===== src/rtl/link_timer_irq.sv =====
module link_timer_irq #(
  parameter int N_EXT = 5,
  parameter int DW    = 16,
  parameter int TW    = 16,
  parameter int SUBS  = 32,
  parameter int AW    = 3
) (
  input  logic             clk,
  input  logic             rst_n,
  input  logic             bit_tick,
  input  logic [N_EXT-1:0] evt_in,
  input  logic             reg_wr,
  input  logic [AW-1:0]    reg_addr,
  input  logic [DW-1:0]    reg_wdata,
  output logic [DW-1:0]    reg_rdata,
  output logic             irq
);
  localparam int NS = 3 + N_EXT;
  localparam int SW = $clog2(SUBS);

  logic [NS-1:0] pend, mask, clr, evt_all;
  logic [2:0]    run, rl, tick, wr_t, expd;
  logic [DW-1:0] div, pcnt;
  logic [SW-1:0] scnt;
  logic [2:0]    bcnt;
  logic [TW-1:0] cnt  [3];
  logic [TW-1:0] load [3];
  logic          sub_t;

  assign sub_t   = (pcnt >= div);
  assign tick    = {sub_t && (scnt == SW'(SUBS-1)), sub_t, bit_tick && (bcnt == 3'd7)};
  assign clr     = (reg_wr && reg_addr == AW'(0)) ? reg_wdata[NS-1:0] : '0;
  assign evt_all = {evt_in, expd};

  always_comb
    for (int i = 0; i < 3; i++) begin
      wr_t[i] = reg_wr && (reg_addr == AW'(4 + i));
      expd[i] = run[i] && tick[i] && (cnt[i] == TW'(1)) && !wr_t[i];
    end

  always_ff @(posedge clk) begin
    if (!rst_n) begin
      pcnt <= '0;
      scnt <= '0;
      bcnt <= '0;
    end else begin
      pcnt <= sub_t ? '0 : pcnt + 1'b1;
      if (sub_t) scnt <= (scnt == SW'(SUBS-1)) ? '0 : scnt + 1'b1;
      if (bit_tick) bcnt <= bcnt + 1'b1;
    end
  end

  always_ff @(posedge clk) begin
    if (!rst_n) begin
      pend  <= '0;
      mask  <= '0;
      run   <= '0;
      rl    <= '0;
      div   <= '0;
      irq   <= 1'b0;
    end else begin
      pend <= (pend & ~clr) | evt_all;
      irq  <= |(pend & mask);
      if (reg_wr && reg_addr == AW'(1)) mask <= reg_wdata[NS-1:0];
      if (reg_wr && reg_addr == AW'(2)) begin
        run <= reg_wdata[2:0];
        rl  <= reg_wdata[5:3];
      end
      if (reg_wr && reg_addr == AW'(3)) div <= reg_wdata;
    end
  end

  always_ff @(posedge clk) begin
    for (int i = 0; i < 3; i++) begin
      if (!rst_n) begin
        cnt[i]  <= '0;
        load[i] <= '0;
      end else if (wr_t[i]) begin
        cnt[i]  <= reg_wdata[TW-1:0];
        load[i] <= reg_wdata[TW-1:0];
      end else if (run[i] && tick[i] && cnt[i] != '0) begin
        if (cnt[i] == TW'(1)) cnt[i] <= rl[i] ? load[i] : '0;
        else                  cnt[i] <= cnt[i] - 1'b1;
      end
    end
  end

  always_comb begin
    reg_rdata = '0;
    case (reg_addr)
      AW'(0): reg_rdata = DW'(pend);
      AW'(1): reg_rdata = DW'(mask);
      AW'(2): reg_rdata = DW'({rl, run});
      AW'(3): reg_rdata = div;
      AW'(4): reg_rdata = DW'(cnt[0]);
      AW'(5): reg_rdata = DW'(cnt[1]);
      AW'(6): reg_rdata = DW'(cnt[2]);
      default: reg_rdata = '0;
    endcase
  end


  sticky_chk: assert property (@(posedge clk) disable iff (!rst_n)
    (($past(pend) & ~$past(clr)) & ~pend) == '0);

  evt_wins_chk: assert property (@(posedge clk) disable iff (!rst_n)
    ($past(evt_all) & ~pend) == '0);

  irq_rise_chk: assert property (@(posedge clk) disable iff (!rst_n)
    $rose(irq) |-> $past(|(pend & mask)));

  irq_fall_chk: assert property (@(posedge clk) disable iff (!rst_n)
    $fell(irq) |-> !$past(|(pend & mask)));

  for (genvar g = 0; g < 3; g++) begin : g_tchk

    oneshot_chk: assert property (@(posedge clk) disable iff (!rst_n)
      $past(expd[g] && !rl[g]) |-> cnt[g] == '0);

    reload_chk: assert property (@(posedge clk) disable iff (!rst_n)
      $past(expd[g] && rl[g]) |-> cnt[g] == load[g]);

    load_wr_chk: assert property (@(posedge clk) disable iff (!rst_n)
      $past(wr_t[g]) |-> cnt[g] == $past(reg_wdata[TW-1:0]));
  end
endmodule


===== config.mk =====
export PLATFORM = sky130hd
export DESIGN_NAME = link_timer_irq
export DESIGN_NICKNAME = d
export VERILOG_FILES = /design/src/rtl/link_timer_irq.sv
export SDC_FILE = /design/constraint.sdc
export NUM_CORES = 1
export LEC_CHECK = 0
export BUFFER_PORTS_ARGS = -buffer_cell sky130_fd_sc_hd__buf_4
export CAP_MARGIN = 20
export CORE_ASPECT_RATIO = 0.9
export CORE_MARGIN = 2
export CORE_UTILIZATION = 50
export DETAILED_ROUTE_END_ITERATION = 12
export HOLD_SLACK_MARGIN = 0.1
export PLACE_DENSITY = 0.73
export SLEW_MARGIN = 10
export SYNTH_ARGS = -nofsm -noshare
export SYNTH_HDL_FRONTEND = slang
export SYNTH_SLANG_ARGS = --single-unit

===== constraint.sdc =====
create_clock -name clk -period 9 [get_ports clk]
set_clock_uncertainty 0.05 [all_clocks]
set_input_delay 1.8 -clock clk [delete_from_list [all_inputs] [get_ports clk]]
set_output_delay 1.8 -clock clk [all_outputs]
set_load 0.01 [all_outputs]

Yosys cells after proc, flatten, opt, wreduce, memory -nomap -nowiden
Memory sizes are Yosys's and may differ from the RTL's.
Index checks and enable logic that the tools add are counted.
- flip-flop bits (word level): 63
- RAM bits: 96
- output and inout bits: 17
- logic and storage cells: 134
- memories: 2
- add/subtract/negate cells: 6
- order comparisons: 1
- equal/unequal tests: 11
- multiplexer cells: 58
- bitwise logic cells: 17
- reductions and logical operators: 30
- memory list (name ; depth ; width ; read ports ; clocked after memory_dff ; write ports ; line ; source):
    cnt ; 3 ; 16 ; 3 ; 0 ; 3 ; 26 ; logic [TW-1:0] cnt [3];
    load ; 3 ; 16 ; 3 ; 0 ; 3 ; 27 ; logic [TW-1:0] load [3];
- operators by type and width (cell ; count):
    two-way mux 16 bit ; 15
    case mux 16 bit (7 select lines) ; 1
    == test 16 x 1 -> 1 bit, second input constant ; 3
    nonzero test 16 bit ; 3
    subtractor 16 x 1 -> 16 bit, second input constant ; 3
    two-way mux 1 bit ; 40
    logical AND 1 bit ; 21
    adder 16 x 1 -> 16 bit, second input constant ; 1
    AND 8 bit ; 2
    greater-or-equal comparator 16 bit ; 1
    == test 3 bit, second input constant ; 4
    bitwise OR 1 bit ; 12
    two-way mux 8 bit ; 1
    NOT 8 bit ; 1
    bitwise OR 8 bit ; 1
    OR reduction 8 bit ; 1
    == test 3 x 2 -> 1 bit, second input constant ; 2
    adder 5 x 1 -> 5 bit, second input constant ; 1
    == test 5 bit, second input constant ; 1
    two-way mux 5 bit ; 1
    adder 3 x 1 -> 3 bit, second input constant ; 1
    == test 3 x 1 -> 1 bit, second input constant ; 1
    logical NOT 1 bit ; 3
    logical NOT 3 bit ; 1
    2 further kinds ; 2

Depth between registers and ports, before layout
Gate-level depths: netlist of the first run.
- word-level depth: 10
- depth in mapped cells: 10
- depth with buffers taken out: 8

Least setup slack after synthesis of the first run
Ideal clock, no wire load.
- path type: in2out
- start point: input reg_addr[0]
- end point: output reg_rdata[5]
- arrival: 3214 ps
- required time: 7150 ps
- slack: 3936 ps
- stages: 4
- path buffers: 2
- cells stage by stage: clkbuf_1 -> clkbuf_1 -> mux4_2 -> mux2_2
- cells in the longest elaborated chain, start to end: 2
- RTL lines (item ; line ; source):
    from (decl) ; 13 ; input logic [AW-1:0] reg_addr,
    == test 3 bit (tied with other cells) ; 90 ; case (reg_addr)
    case mux 16 bit (7 select lines) * ; 90 ;
    to (decl) ; 15 ; output logic [DW-1:0] reg_rdata,
Every way passes the cells marked *; elsewhere a longest branch is shown, timed or not.

Worst setup path in the final report of the first run
- start point: input reg_addr[1]
- end point: output reg_rdata[4]
The elaborated chain is that of the path after synthesis.

==> results of run 1 <==
## worst register-to-register path: stages (launching register included)
cell      delay, ns
edfxtp_1       0.52
or4_1          0.59
nor4_1         0.48
nand3_1        0.39
nor3b_2        0.89
a21oi_1        0.17
a21oi_1        0.17
## area by class of cell
cell class	instances	area, sq um
Inverter	33	123.9
Fill cell	1469	7253
Clock buffer	27	505.5
Sequential cell	159	4144
Timing Repair Buffer	50	376.6
Multi-Input combinational cell	643	4083
Clock inverter	4	28.78
Tap cell	211	264.0
## report_power, final
part           switching [uW]  leakage (uW)  internal (uW)  total [uW]
combinational            94.1       0.00181           59.4         153
clock                     283      0.000268            384         667
sequential               38.2       0.00146            809         848
## stage by stage
stage	setup WS, ns	power [uW]
after global routing	3.592	1719
after detailed placement	3.704	1012
final	3.618	1668
after floorplan	3.936	943.5
after CTS	3.688	1670
after global placement	3.707	1008
## Yosys cell counts (all sizes together), types with 2 or more instances
library cell,n
a211o,2
a21o,3
a21oi,75
a221o,3
a22o,11
a22oi,8
a31oi,17
and2,46
and3,7
buf,7
clkbuf,34
dfxtp,63
edfxtp,96
ha,27
inv,33
mux2,6
mux2i,26
mux4,4
nand2,111
nand2b,7
nand3,25
nand4,6
nand4b,2
nor2,73
nor2b,7
nor3,19
nor3b,3
nor4,9
o211ai,5
o21ai,40
o21bai,16
o31ai,2
or2,3
or3,3
or4,10
or4b,2
xnor2,28
xor2,24
## layer usage
metal | track usage, % | vias up | part of all wire, %
li1 | - | 3196 | -
met1 | 39.10 | 3276 | 44
met2 | 39.32 | 332 | 44
met3 | 5.080 | 35 | 9.5
met4 | 8.765 | 0 | 2.4
met5 | 0 | - | 0
## worst min-delay path by stage
stage | start | end | cells past startpoint
finish | mask[5] | mask[5] | 2
floorplan | pcnt[0] | pcnt[0] | 1
global route | mask[1] | mask[1] | 2
detailed placement | pcnt[0] | pcnt[0] | 1
CTS | mask[3] | mask[3] | 2
global placement | pcnt[0] | pcnt[0] | 1
## placed cells by master (no fill, tap or decap), types with 4 or more instances in the layout
master	instances
clkbuf_8	4
edfxtp_1	96
nor3_1	17
nand3_1	25
nand2_1	111
o21bai_1	16
nand4_1	6
buf_4	48
clkbuf_16	17
mux4_2	4
a31oi_1	17
a21oi_1	74
xor2_1	24
dfxtp_1	63
a22o_1	11
a22oi_1	8
mux2i_1	26
nor2b_1	7
nand2b_1	7
o21ai_0	37
clkbuf_1	4
o211ai_2	5
and2_1	46
and3_1	7
xnor2_1	28
mux2_2	6
ha_1	27
inv_1	33
nor4_1	9
nor2_1	72
or4_1	8
## cell families (layout without fill, tap and decap cells)
group | after synthesis | in the layout | synth area share [%]
simple gates | 336 | 336 | 19.23
compound gates | 192 | 192 | 14.37
flops | 159 | 159 | 48.76
buf+inv | 74 | 114 | 3.386
xor+xnor | 52 | 52 | 5.359
mux | 36 | 36 | 4.918
fa+ha+maj | 27 | 27 | 3.975
## sequential cells by signal, indices dropped and copies added, names as in the netlist
register	count
pcnt	16
cnt	48
irq	1
run	3
mask	8
scnt	5
rl	3
div	16
load	48
pend	8
bcnt	3
==> impl_metrics.env, run 1 <==
export IMPL_cts_setup_buffers=0
export IMPL_synth_area_top_cells="edfxtp_1 (34%), dfxtp_1 (15%), nand2_1 (4.9%)"
export IMPL_crit_buf_inv=2
export IMPL_drt_initial_drc_count=755
export IMPL_criticalPathCategory="primary input to output port"
export IMPL_wl_um=23160
export IMPL_yosysSeqAreaShare_pct=48.76
export IMPL_postCtsResizedCells=0
export IMPL_fin_nets=959
export IMPL_hold_slack_ns=0.4233
export IMPL_r2r_end="cnt[0][5]"
export IMPL_track_usage_pct=26.48
export IMPL_syn_nets=931
export IMPL_powerDensity_nw_per_um2=175.1
export IMPL_path_max_fanout=31
export IMPL_synth_top_area_share_pct=33.92
export IMPL_power_leakage_uw=0.003535
export IMPL_root_buffer="clkbuf_16"
export IMPL_cts_buffers=17
export IMPL_placed_cell_area_sq_um=8975
export IMPL_synthToLayoutAreaGrowth_pct=12.09
export IMPL_final_hold_viol_count=0
export IMPL_arrival_ns=3.53
export IMPL_htreeDepth=4
export IMPL_cts_sinks=159
export IMPL_tightest_slew_ns=1.074
export IMPL_grt_ovfl_total=0
export IMPL_die_h_um=127.7
export IMPL_cp_common_cell="buf_4"
export IMPL_setup_violations=0
export IMPL_cpMaxStageDelayCell="nor2b_1"
export IMPL_antenna_left=0
export IMPL_fp_coreArea_sq_um=16780
export IMPL_wl_per_cell_um=20.55
export IMPL_fin_cells=1127
export IMPL_rsz0062_at_grt="false"
export IMPL_max_freq_mhz=185.8
export IMPL_maxSlewHeadroom_pct=28.27
export IMPL_clockBufferDepth=2
export IMPL_rows=45
export IMPL_ctsHoldBuffers=0
export IMPL_fin_crit_sh_pct=59.80
export IMPL_synth_edf_count=96
export IMPL_grt_pass1_wl_um=36230
export IMPL_slew_viol_final=0
export IMPL_crit_required_ns=7.15
export IMPL_avgViaCountPerCell=6.068
export IMPL_async_reset_ff_share_pct=0
export IMPL_worstSetupEndpointType="output port"
export IMPL_cts_tree="yes"
export IMPL_hold_path_class="register to register"
export IMPL_period_needed_ns=5.382
export IMPL_start_util_pct=50.65
export IMPL_grt_start_max_net_pins=45
export IMPL_path_cells="buf_4 -> nor2b_1 -> a22o_1 -> a22oi_1 -> o21ai_0 -> buf_4"
export IMPL_ys_ff_latch=159
export IMPL_crit_cells=6
export IMPL_cp_top_family="simple AND/OR/NAND/NOR gates"
export IMPL_tns_ns=0
export IMPL_hpwl_um=16290
export IMPL_drcViolationCount=0
export IMPL_ys_warn_count=0
export IMPL_synthFlopType="edfxtp_1"
export IMPL_grt_pass1_vias=6255
export IMPL_crit_path_max_incr_delay_ns=0.72
export IMPL_rr_worst_depth=6
export IMPL_r2r_start="cnt[0][5]"
export IMPL_io_buffer_count=44
export IMPL_antenna_found_initial=0
export IMPL_dr_pass1_iters=6
export IMPL_placedCellCount=1094
export IMPL_netlist_area_sq_um=8498
export IMPL_status="finished clean"
export IMPL_synth_distinct_cells=57
export IMPL_num_vias=6839
export IMPL_critPathLaunchType="primary input"
export IMPL_num_io_pins=45
export IMPL_post_route_util_pct=56.77
export IMPL_ir_drop_v=0.0001416
export IMPL_synth_avg_cell_area_sq_um=9.701
export IMPL_synthCells=876
export IMPL_clock_latency_ns=0.43
export IMPL_r2r_slack_ns=5.60
export IMPL_clk_pin_slew_worst_paths_ns=0.06
export IMPL_yosysTopAreaCell="edfxtp_1"
export IMPL_post_route_cell_area_sq_um=9525
export IMPL_layout_drive_gt1_share_pct=11.79
export IMPL_antenna_diode_count=0
export IMPL_maxCapViolations=0
export IMPL_die_w_um=141.4
export IMPL_fp_dieArea_sq_um=18060
export IMPL_crit_start="reg_addr[1]"
export IMPL_gp_congestion=0.9007
export IMPL_endpoint="reg_rdata[4]"
No activity file was read; power rests on OpenSTA's default activity.
==> inputs of run 2 (changes only) <==
--- a/config.mk
+++ b/config.mk
@@ -5,6 +5,7 @@
 export SDC_FILE = /design/constraint.sdc
 export NUM_CORES = 1
 export LEC_CHECK = 0
+export ABC_AREA = 1
 export BUFFER_PORTS_ARGS = -buffer_cell sky130_fd_sc_hd__buf_4
 export CAP_MARGIN = 20
 export CORE_ASPECT_RATIO = 0.9
@@ -12,7 +13,7 @@
 export CORE_UTILIZATION = 50
 export DETAILED_ROUTE_END_ITERATION = 12
 export HOLD_SLACK_MARGIN = 0.1
-export PLACE_DENSITY = 0.73
+export PLACE_DENSITY = 0.76
 export SLEW_MARGIN = 10
 export SYNTH_ARGS = -nofsm -noshare
 export SYNTH_HDL_FRONTEND = slang
==> constraint.sdc (replaced) <==
create_clock -name clk -period 4.4 [get_ports clk]
set_clock_uncertainty 0.05 [all_clocks]
set_input_delay 0.88 -clock clk [delete_from_list [all_inputs] [get_ports clk]]
set_output_delay 0.88 -clock clk [all_outputs]
set_load 0.01 [all_outputs]
==> run 2 against run 1 <==
Against the previous run:
- non-clock buffer count fell by 2
- combinational power rose to 2.6 times the previous value
- critical endpoint is now reg_rdata[2]
- design area rose by 5.7%
==> impl_metrics.env, run 2 <==
export IMPL_hp_start="pcnt[0]"
export IMPL_crit_path_max_incr_delay_ns=0.38
export IMPL_netlist_area_sq_um=8990
export IMPL_ys_warn_count=0
export IMPL_die_w_um=145.3
export IMPL_synthXorXnorAreaFrac_pct=2.630
export IMPL_syn_nets=1126
export IMPL_num_io_pins=45
export IMPL_placed_cell_area_sq_um=9427
export IMPL_most_common_layout_cells="nand2_1 (201), inv_1 (122), nor2_1 (122)"
export IMPL_maxSlewHeadroom_pct=40.04
export IMPL_synth_simple_area_share_pct=23.59
export IMPL_fin_crit_sh_pct=77.41
export IMPL_synthAdderAreaFrac_pct=3.758
export IMPL_synthToLayoutAreaGrowth_pct=11.97
export IMPL_crit_required_ns=3.47
export IMPL_synth_area_top_cells="edfxtp_1 (32%), dfxtp_1 (14%), nand2_1 (8.4%)"
export IMPL_final_hold_viol_count=0
export IMPL_grt_start_max_net_pins=43
export IMPL_synth_avg_cell_area_sq_um=8.394
export IMPL_r2r_slack_ns=1.67
export IMPL_worstSetupEndpointType="output port"
export IMPL_fp_dieArea_sq_um=19070
export IMPL_powerDensity_nw_per_um2=367.2
export IMPL_period_needed_ns=3.406
export IMPL_synth_most_common_cell="nand2_1"
export IMPL_drcViolationCount=0
export IMPL_hold_slack_ns=0.4544
export IMPL_synth_top_area_share_pct=32.07
export IMPL_layout_commonest_cell="nand2_1"
export IMPL_dr_pass1_iters=6
export IMPL_die_h_um=131.2
export IMPL_cts_sinks=159
export IMPL_cp_common_cell="buf_4"
export IMPL_grt_ovfl_total=0
export IMPL_synthFlopType="edfxtp_1"
export IMPL_rows=46
export IMPL_worstHoldEndpoint="pcnt[0]"
export IMPL_clk_pin_slew_worst_paths_ns=0.07
export IMPL_fp_coreArea_sq_um=17610
export IMPL_antenna_left=0
export IMPL_slew_viol_final=0
export IMPL_synthCells=1071
export IMPL_gp_congestion=0.9689
export IMPL_num_vias=7743
export IMPL_htreeDepth=4
export IMPL_path_max_fanout=10
export IMPL_path_cells="buf_4 -> inv_2 -> nor2_2 -> nand2_2 -> clkinv_1 -> a22o_1 -> a21oi_1 -> o2111ai_1 -> buf_4"
export IMPL_status="finished clean"
export IMPL_cts_setup_buffers=0
export IMPL_grt_pass1_vias=7163
export IMPL_postCtsResizedCells=0
export IMPL_layout_drive_gt1_share_pct=15.40
export IMPL_r2r_start="div[5]"
export IMPL_hold_path_class="register to register"
export IMPL_max_freq_mhz=293.6
export IMPL_cts_buffers=17
export IMPL_track_usage_pct=27.08
export IMPL_synth_edf_count=96
export IMPL_clockBufferDepth=2
export IMPL_arrival_ns=2.48
export IMPL_synth_distinct_cells=57
export IMPL_root_buffer="clkbuf_16"
export IMPL_avgViaCountPerCell=5.706
export IMPL_rr_worst_depth=17
export IMPL_cpMaxStageDelayCell="clkinv_1"
export IMPL_io_buffer_count=44
export IMPL_synth_top_family_by_area="simple AND/OR/NAND/NOR gates"
export IMPL_wl_um=25640
export IMPL_power_leakage_uw=0.004016
export IMPL_yosysSeqAreaShare_pct=46.10
export IMPL_hpwl_um=18660
export IMPL_total_power_uw=3696
export IMPL_ctsHoldBuffers=0
export IMPL_wl_per_cell_um=18.90
export IMPL_antenna_found_initial=0
export IMPL_grt_pass1_wl_um=39990
export IMPL_cts_tree="yes"
export IMPL_maxCapViolations=0
export IMPL_crit_buf_inv=4
export IMPL_r2r_end="cnt[1][6]"
export IMPL_tns_ns=0
export IMPL_criticalPathCategory="primary input to output port"
export IMPL_post_route_cell_area_sq_um=10070
export IMPL_drt_initial_drc_count=903
export IMPL_ys_ff_latch=159
export IMPL_synthMuxAreaShare_pct=0
export IMPL_antenna_diode_count=0
export IMPL_top_regs="cnt (48), load (48)"
export IMPL_rsz0062_at_grt="false"
export IMPL_ir_drop_v=0.0002686
export IMPL_hold_path_depth=1
export IMPL_synth_common_cells="nand2_1 (201), inv_1 (122), nor2_1 (122)"
export IMPL_async_reset_ff_share_pct=0
export IMPL_setup_violations=0
export IMPL_clock_latency_ns=0.43
export IMPL_yosysTopAreaCell="edfxtp_1"
export IMPL_cp_top_family="buffers and inverters"
export IMPL_synth_compound_area_share_pct=15.63
export IMPL_tightest_slew_ns=0.8972
export IMPL_critPathLaunchType="primary input"
export IMPL_post_route_util_pct=57.15
export IMPL_fin_nets=1159
export IMPL_num_fill_cells=1585
export IMPL_start_util_pct=51.04
## run 2: worst max-delay path by stage
stage	slack [ns]	endpoint	startpoint	cells after the start
2_1_floorplan	1.50	reg_rdata[6]	reg_addr[2]	5
3_3_place_gp	1.09	reg_rdata[2]	reg_addr[0]	9
3_5_place_dp	0.99	cnt[1][8]	reg_addr[0]	12
4_1_cts	1.07	reg_rdata[2]	reg_addr[0]	9
5_1_grt	0.93	reg_rdata[2]	reg_addr[0]	9
6_report	0.99	reg_rdata[2]	reg_addr[0]	9
## run 2: logic make-up after synthesis
kind of cell / Yosys count
adder cells (fa/ha/maj): 27
AO/OA/AOI/OAI: 233
XOR/XNOR: 27
flip-flops: 159
buffers and inverters: 174
AND/OR/NAND/NOR: 451
## run 2: routing by layer
| layer | part of all wire, % | track usage, % | vias to the layer above |
|---|---|---|---|
| met5 | 0 | 0 | - |
| met4 | 2.8 | 9.314 | 0 |
| met3 | 9.2 | 6.528 | 51 |
| met2 | 44 | 41.02 | 345 |
| met1 | 43 | 38.05 | 3650 |
| li1 | - | - | 3697 |
## run 2: power by group
| part | switching, uW | total, uW | internal (uW) |
|---|---|---|---|
| logic | 271 | 396 | 125 |
| registers | 67.9 | 1730 | 1670 |
| clock network | 627 | 1570 | 939 |
| total | 966 | 3700 | 2730 |
## run 2: cell type report
| type | instances | area, sq um | area share [%] |
|---|---|---|---|
| multi-input combinational | 738 | 4100 | 40.73 |
| tap | 240 | 300.3 | 2.983 |
| clock inverter | 11 | 120.1 | 1.193 |
| inverter | 140 | 529.3 | 5.258 |
| sequential | 159 | 4144 | 41.17 |
| timing repair buffer | 48 | 367.9 | 3.654 |
| clock buffer | 21 | 504.2 | 5.009 |
## run 2: per-stage QoR
stage / setup slack (ns) / instances
2_1_floorplan: 1.495 / 1071
3_3_place_gp: 1.093 / 1324
4_1_cts: 1.066 / 1356
6_report: 0.9940 / 1357
3_5_place_dp: 0.9934 / 1324
5_1_grt: 0.9300 / 1357
